$ cat src/rtl/jtag_user_tap.sv
module jtag_user_tap #(
  parameter int NREG = 16,
  parameter int DW = 32,
  parameter int IRW = 10,
  parameter int VIW = 4,
  parameter logic [IRW-1:0] IR_VSEL = 'h00E,
  parameter logic [IRW-1:0] IR_VDATA = 'h00C
) (
  input  logic               tck,
  input  logic               trst_n,
  input  logic               tms,
  input  logic               tdi,
  input  logic [NREG*DW-1:0] user_cap_i,
  output logic               tdo,
  output logic               tdo_oe,
  output logic [NREG*DW-1:0] user_par_o,
  output logic [NREG-1:0]    user_upd_o
);
  localparam int VRW = VIW + 1;
  localparam logic [IRW-1:0] IR_BYP = '1;
  localparam logic [IRW-1:0] IR_CAP = IRW'({(IRW+1)/2{2'b01}});

  typedef enum logic [3:0] {
    TLR = 4'hF, RTI = 4'hC, SELDR = 4'h7, CAPDR = 4'h6, SHDR = 4'h2, EX1DR = 4'h1,
    PAUDR = 4'h3, EX2DR = 4'h0, UPDDR = 4'h5, SELIR = 4'h4, CAPIR = 4'hE,
    SHIR = 4'hA, EX1IR = 4'h9, PAUIR = 4'hB, EX2IR = 4'h8, UPDIR = 4'hD
  } tap_e;

  tap_e             state_q, state_d;
  logic [IRW-1:0]   ir_q, ir_sh;
  logic [VRW-1:0]   vir_q, vir_sh;
  logic             byp_q, tdo_q, oe_q;
  logic [DW-1:0]    dr_sh;
  logic [DW-1:0]    par_q [NREG];
  logic [DW-1:0]    cap_arr [NREG];
  logic [NREG-1:0]  upd_q;
  logic [VIW-1:0]   idx;
  logic             sel_vsel, user_hit;

  for (genvar g = 0; g < NREG; g++) begin : g_slice
    assign cap_arr[g] = user_cap_i[g*DW +: DW];
    assign user_par_o[g*DW +: DW] = par_q[g];
  end

  assign idx      = vir_q[VIW-1:0];
  assign sel_vsel = (ir_q == IR_VSEL);
  assign user_hit = (ir_q == IR_VDATA) && vir_q[VIW] && (int'({1'b0, idx}) < NREG);

  always_comb begin
    case (state_q)
      TLR:     state_d = tms ? TLR : RTI;
      RTI:     state_d = tms ? SELDR : RTI;
      SELDR:   state_d = tms ? SELIR : CAPDR;
      CAPDR:   state_d = tms ? EX1DR : SHDR;
      SHDR:    state_d = tms ? EX1DR : SHDR;
      EX1DR:   state_d = tms ? UPDDR : PAUDR;
      PAUDR:   state_d = tms ? EX2DR : PAUDR;
      EX2DR:   state_d = tms ? UPDDR : SHDR;
      UPDDR:   state_d = tms ? SELDR : RTI;
      SELIR:   state_d = tms ? TLR : CAPIR;
      CAPIR:   state_d = tms ? EX1IR : SHIR;
      SHIR:    state_d = tms ? EX1IR : SHIR;
      EX1IR:   state_d = tms ? UPDIR : PAUIR;
      PAUIR:   state_d = tms ? EX2IR : PAUIR;
      EX2IR:   state_d = tms ? UPDIR : SHIR;
      UPDIR:   state_d = tms ? SELDR : RTI;
      default: state_d = TLR;
    endcase
  end

  always_ff @(posedge tck or negedge trst_n) begin
    if (!trst_n) begin
      state_q <= TLR;
      ir_q    <= IR_BYP;
      ir_sh   <= '0;
      vir_q   <= '0;
      vir_sh  <= '0;
      byp_q   <= 1'b0;
      dr_sh   <= '0;
      upd_q   <= '0;
      for (int k = 0; k < NREG; k++) par_q[k] <= '0;
    end else begin
      state_q <= state_d;
      upd_q   <= '0;
      case (state_q)
        TLR: begin
          ir_q  <= IR_BYP;
          vir_q <= '0;
        end
        CAPIR: ir_sh <= IR_CAP;
        SHIR:  ir_sh <= {tdi, ir_sh[IRW-1:1]};
        UPDIR: ir_q  <= ir_sh;
        CAPDR: begin
          byp_q <= 1'b0;
          if (sel_vsel) vir_sh <= vir_q;
          if (user_hit) dr_sh <= cap_arr[idx];
        end
        SHDR: begin
          byp_q  <= tdi;
          vir_sh <= {tdi, vir_sh[VRW-1:1]};
          dr_sh  <= {tdi, dr_sh[DW-1:1]};
        end
        UPDDR: begin
          if (sel_vsel) vir_q <= vir_sh;
          if (user_hit) begin
            par_q[idx] <= dr_sh;
            upd_q[idx] <= 1'b1;
          end
        end
        default: ;
      endcase
    end
  end

  always_ff @(negedge tck or negedge trst_n) begin
    if (!trst_n) begin
      tdo_q <= 1'b1;
      oe_q  <= 1'b0;
    end else begin
      oe_q  <= (state_q == SHIR) || (state_q == SHDR);
      tdo_q <= (state_q == SHIR) ? ir_sh[0]
             : sel_vsel          ? vir_sh[0]
             : user_hit          ? dr_sh[0]
             : byp_q;
    end
  end

  assign tdo        = oe_q ? tdo_q : 1'b1;
  assign tdo_oe     = oe_q;
  assign user_upd_o = upd_q;
endmodule

$ cat config.mk
export PLATFORM = sky130hd
export DESIGN_NAME = jtag_user_tap
export DESIGN_NICKNAME = d
export VERILOG_FILES = /design/src/rtl/jtag_user_tap.sv
export SDC_FILE = /design/constraint.sdc
export NUM_CORES = 1
export LEC_CHECK = 0
export CORE_AREA = 2 2 408 410
export DETAILED_ROUTE_END_ITERATION = 8
export DIE_AREA = 0 0 410 412
export SYNTH_ARGS = -nofsm -noshare
export SYNTH_HDL_FRONTEND = slang
export SYNTH_SLANG_ARGS = --single-unit
$ cat constraint.sdc
create_clock -name tck -period 2.3 [get_ports tck]
set_clock_uncertainty 0.2 [all_clocks]
set_input_delay 0.345 -clock tck [delete_from_list [all_inputs] [get_ports tck]]
set_output_delay 0.345 -clock tck [all_outputs]
set_load 0.05 [all_outputs]
-- After elaboration in Yosys (flattened, before gate mapping)
Index checks and enable logic that the tools add are counted.
- register bits: 597
- bits in latches: 0
- bits in writable memories: 0
- memory bits (read-only): 0
- bits of input ports: 516
- output and inout port bits: 530
- logic and storage cells: 103
- memories: 0
- add/subtract/negate cells: 0
- $mul: 0
- div/mod/pow operators: 0
- $lt $le $gt $ge: 4
- equal/unequal tests: 20
- shift operators: 0
- multiplexer cells: 36
- bitwise logic cells: 1
- reductions and logical operators: 16
- operator list (operator ; count):
    $bwmux 512 ; 1
    $bmux 32 s4 ; 1
    $demux 32 s4 ; 1
    $mux 32 ; 4
    $pmux 32 s2 ; 1
    $pmux 4 s12 ; 1
    $pmux 10 s2 ; 2
    $eq 4x4->1 const B ; 8
    $mux 16 ; 2
    $eq 10x4->1 const B ; 2
    $pmux 5 s2 ; 2
    $eq 4x3->1 const B ; 4
    $mux 2 ; 6
    $mux 3 ; 4
    $mux 5 ; 2
    $eq 4x2->1 const B ; 2
    $reduce_and 2->1 ; 4
    $reduce_bool 2->1 ; 4
    $mux 1 ; 6
    $ne 2x2->1 const B ; 3
    $ge 5x5->1 const B ; 1
    $lt 4x5->1 const B ; 1
    $lt 5x1->1 const B ; 1
    $not 4->5 ; 1
    other kinds (10) ; 13

-- Logic depth before layout (Yosys ltp)
- word-level depth: 6
- gate-level depth with buffers: 10
- gate-level depth less buffers: 5

==> metrics.md <==
| Metric | Value |
|---|---|
| Starting Density | `16.2%` |
| GRT Total Usage | `18.6%` |
| Final net count | `3638` |
| DR vias/cell | `4.26` |
| Pwr Total | `31300 uW` |
| Startpoint Class | `register` |
| Ys flop type | `dfrtp_1` |
| Adder-cell share of the synthesized area | `0%` |
| Initial DRC count | `1424` |
| Yosys reg bits | `597` |
| # port buffers | `1045` |
| Largest net degree at the start of global routing | `123` |
| Clock Tree Root | `clkbuf_16` |
| Critical path class | `register to primary output` |
| Vias post-DR | `22900` |
| Synth Cell Area | `26600 um2` |
| Outcome | `finished, violations left` |
| Die W | `410 um` |
| Worst skew pair latency | `0.69 ns` |
| Hold path depth | `3` |
| HP Start | `tms` |
| H-tree depth | `3` |
| Layout cells sized above 1 | `41.3%` |
| Max-cap violations | `0` |
| Syn Inst Count | `1781` |
| Final antenna-violating net count | `0` |
| Avg Inst Size Synth | `14.9 um2` |
| CTS tree | `yes` |
| Area of the die | `169000 um2` |
| Max-slew violation count | `0` |
| Post-Synth XOR/XNOR Area | `0%` |
| Hold Crit Class | `input port to register` |
| Distinct cells, synth | `53` |
| Async SR Flop Fraction | `100%` |
| Max FO, Critical Path | `1` |
| GP Congestion | `0.915` |
| WL/cell | `30.9 um` |
| Initial antenna violation count | `35` |
| Maximum VDD drop | `563 uV` |
| Vias in the first global route | `23500` |
| Worst r2r path cells | `5` |
| Post-synth EDFFs | `0` |
| Num rows | `149` |
| Sequential fraction of the synthesis area | `56.3%` |
| Worst Tran Pin Value | `1.09 ns` |
| Main combinational cell family by area after synthesis | `multiplexers` |
| Synth Area in Compound Gates | `5.47%` |
| Setup TNS | `-189.40 ns` |
| Worst Slack Setup Final | `-0.917 ns` |
| Hold endpoint | `state_q[0]$_DFF_PN1_` |
| Synth Warn # | `0` |
| CP arrival | `2.67 ns` |
| Core ar. | `164000 um2` |
| Drt drc | `0` |
| Clk buf depth | `3` |
| R2r endpoint | `tdo_q$_DFF_NN1_` |
| Syn nets | `2297` |
| Area grow syn2layout | `79.4%` |
| RSZ-0062 raised after global routing | `yes` |
| WL final | `166 mm` |
| First drt pass iteration count | `5` |
| DPL Wire Length | `114 mm` |
| Static Leak | `0.0233 uW` |
| GR Overflow Total | `0` |
| Pwr Density | `657 nW/um2` |
| Final setup fails | `556` |
| Post-synthesis simple-gate area fraction | `2.60%` |
| Reg clk slew, reported paths | `0.06 ns` |
| Required @ worst endpoint | `1.75 ns` |
| Worst Setup End Kind | `primary output` |
| Placed Cells | `5067` |
| Relative slew margins | `27.4%` |
| First-pass GRT wire length | `213 mm` |
| Ports | `1046` |
| R2R Path Start | `ir_q[8]$_DFFE_PN1P_` |
| CTS sink cnt | `597` |
| Failing checks | `negative setup slack` |
| Num CTS Buffers | `73` |
| Die height | `412 um` |
| Post-Route Utilization | `29.0%` |
| Non-Filler Instances | `5383` |
| Count of final hold-check violations | `0` |
| Worst reg-to-reg setup slack | `-0.70 ns` |
| Post-synthesis mux area share | `32.7%` |
==> kinds of logic after synthesis <==
logic type | Yosys count
and+or+nand+nor | 139
DFF | 597
buffers and inverters | 165
muxes | 679
AOI/OAI and AO/OA | 201
==> layout by cell type (no fill, tap or decap), drive strengths merged, types with 33 or more instances in the layout <==
cell,n
a211oi,62
mux4,97
dlygate4sd2,485
clkdlybuf4s50,514
clkbuf,114
mux2i,62
dfrtp,581
buf,413
nor2,53
a22oi,33
nand2,34
mux2,520
==> registers in the layout (all words and copies together), names as in the netlist <==
name / count
state_q: 4
ir_q: 10
dr_sh: 32
vir_sh: 5
tdo_oe: 1
tdo_q: 1
user_upd_o: 16
vir_q: 5
user_par_o: 512
ir_sh: 10
byp_q: 1
==> how the worst max path moves through the flow <==
stage	start	end	slack (ns)	cells past startpoint
finish	tdo_q$_DFF_NN1_	tdo	-0.92	2
global placement	vir_q[0]$_DFFE_PN0P_	dr_sh[11]$_DFFE_PN0P_	-0.67	8
CTS	tdo_q$_DFF_NN1_	tdo	-0.99	2
global route	tdo_q$_DFF_NN1_	tdo	-0.99	2
floorplan	ir_q[8]$_DFFE_PN1P_	tdo_q$_DFF_NN1_	-0.55	4
detailed placement	vir_q[0]$_DFFE_PN0P_	dr_sh[11]$_DFFE_PN0P_	-0.69	8
==> power breakdown <==
part,switching (uW),total [uW],internal [uW]
combinational,4250,7070,2820
sequential,1080,12100,11000
clock,5150,12100,6980
total,10500,31300,20900
==> layer usage <==
layer	vias up	wire length (um)	share of wire (%)	track usage, %
met4	16	4680	2.8	4.98
met1	12300	69600	42	23.3
met3	221	11600	7.0	4.74
met2	997	80300	48	31.8
met5	-	93	0.056	0
li1	9376	-	-	-
==> critical path: stages, from the launching register on <==
cell	delay, ns
dfstp_2	0.53
nand2b_4	0.15
buf_12	0.14
==> per-stage QoR <==
| stage | area (um2) | hold slack, ns | setup slack, ns |
|---|---|---|---|
| global route | 47700 | 0.109 | -0.988 |
| finish | 47700 | 0.131 | -0.917 |
| detailed placement | 41300 | 0.174 | -0.695 |
| global placement | 41300 | 0.172 | -0.669 |
| CTS | 47200 | 0.0524 | -0.991 |
| floorplan | 26800 | -0.151 | -0.552 |
==> what timing repair did <==
action                     in CTS  in global routing
hold buffers                    1                  0
pin swaps                      72                 34
resized for setup             853                147
gates cloned                   58                 10
hold endpoints to repair      591                  0
setup endpoints to repair    1041                562
buffers inserted              102                 52
==> Yosys cell counts (all sizes together) (4+ instances only) <==
master	instances	area share [%]
mux2	520	22
a211oi	62	1.8
mux2i	62	2.3
o22ai	32	0.75
and2	5	0.12
a22o	5	0.16
mux4	97	8.2
nand2b	4	0.094
o21ai	14	0.26
nand2	34	0.50
a22oi	33	0.93
dfstp	15	1.5
nor3	7	0.15
nor2	53	0.75
dfrtp	581	55
inv	11	0.16
buf	78	1.7
nor2b	6	0.14
o22a	15	0.49
a21o	31	0.88
clkbuf	76	1.1
nand3	13	0.29
==> layout make-up <==
| type | count | area, um2 |
|---|---|---|
| multi-input combinational | 1019 | 12300 |
| timing repair buffer | 1420 | 15100 |
| clock buffer | 107 | 2080 |
| antenna | 15 | 37.5 |
| fill | 16800 | 117000 |
| clock inverter | 26 | 420 |
| inverter | 10 | 37.5 |
| sequential | 597 | 15000 |
| tap | 2189 | 2740 |
Note: power is estimated with default switching activity, not from simulation.
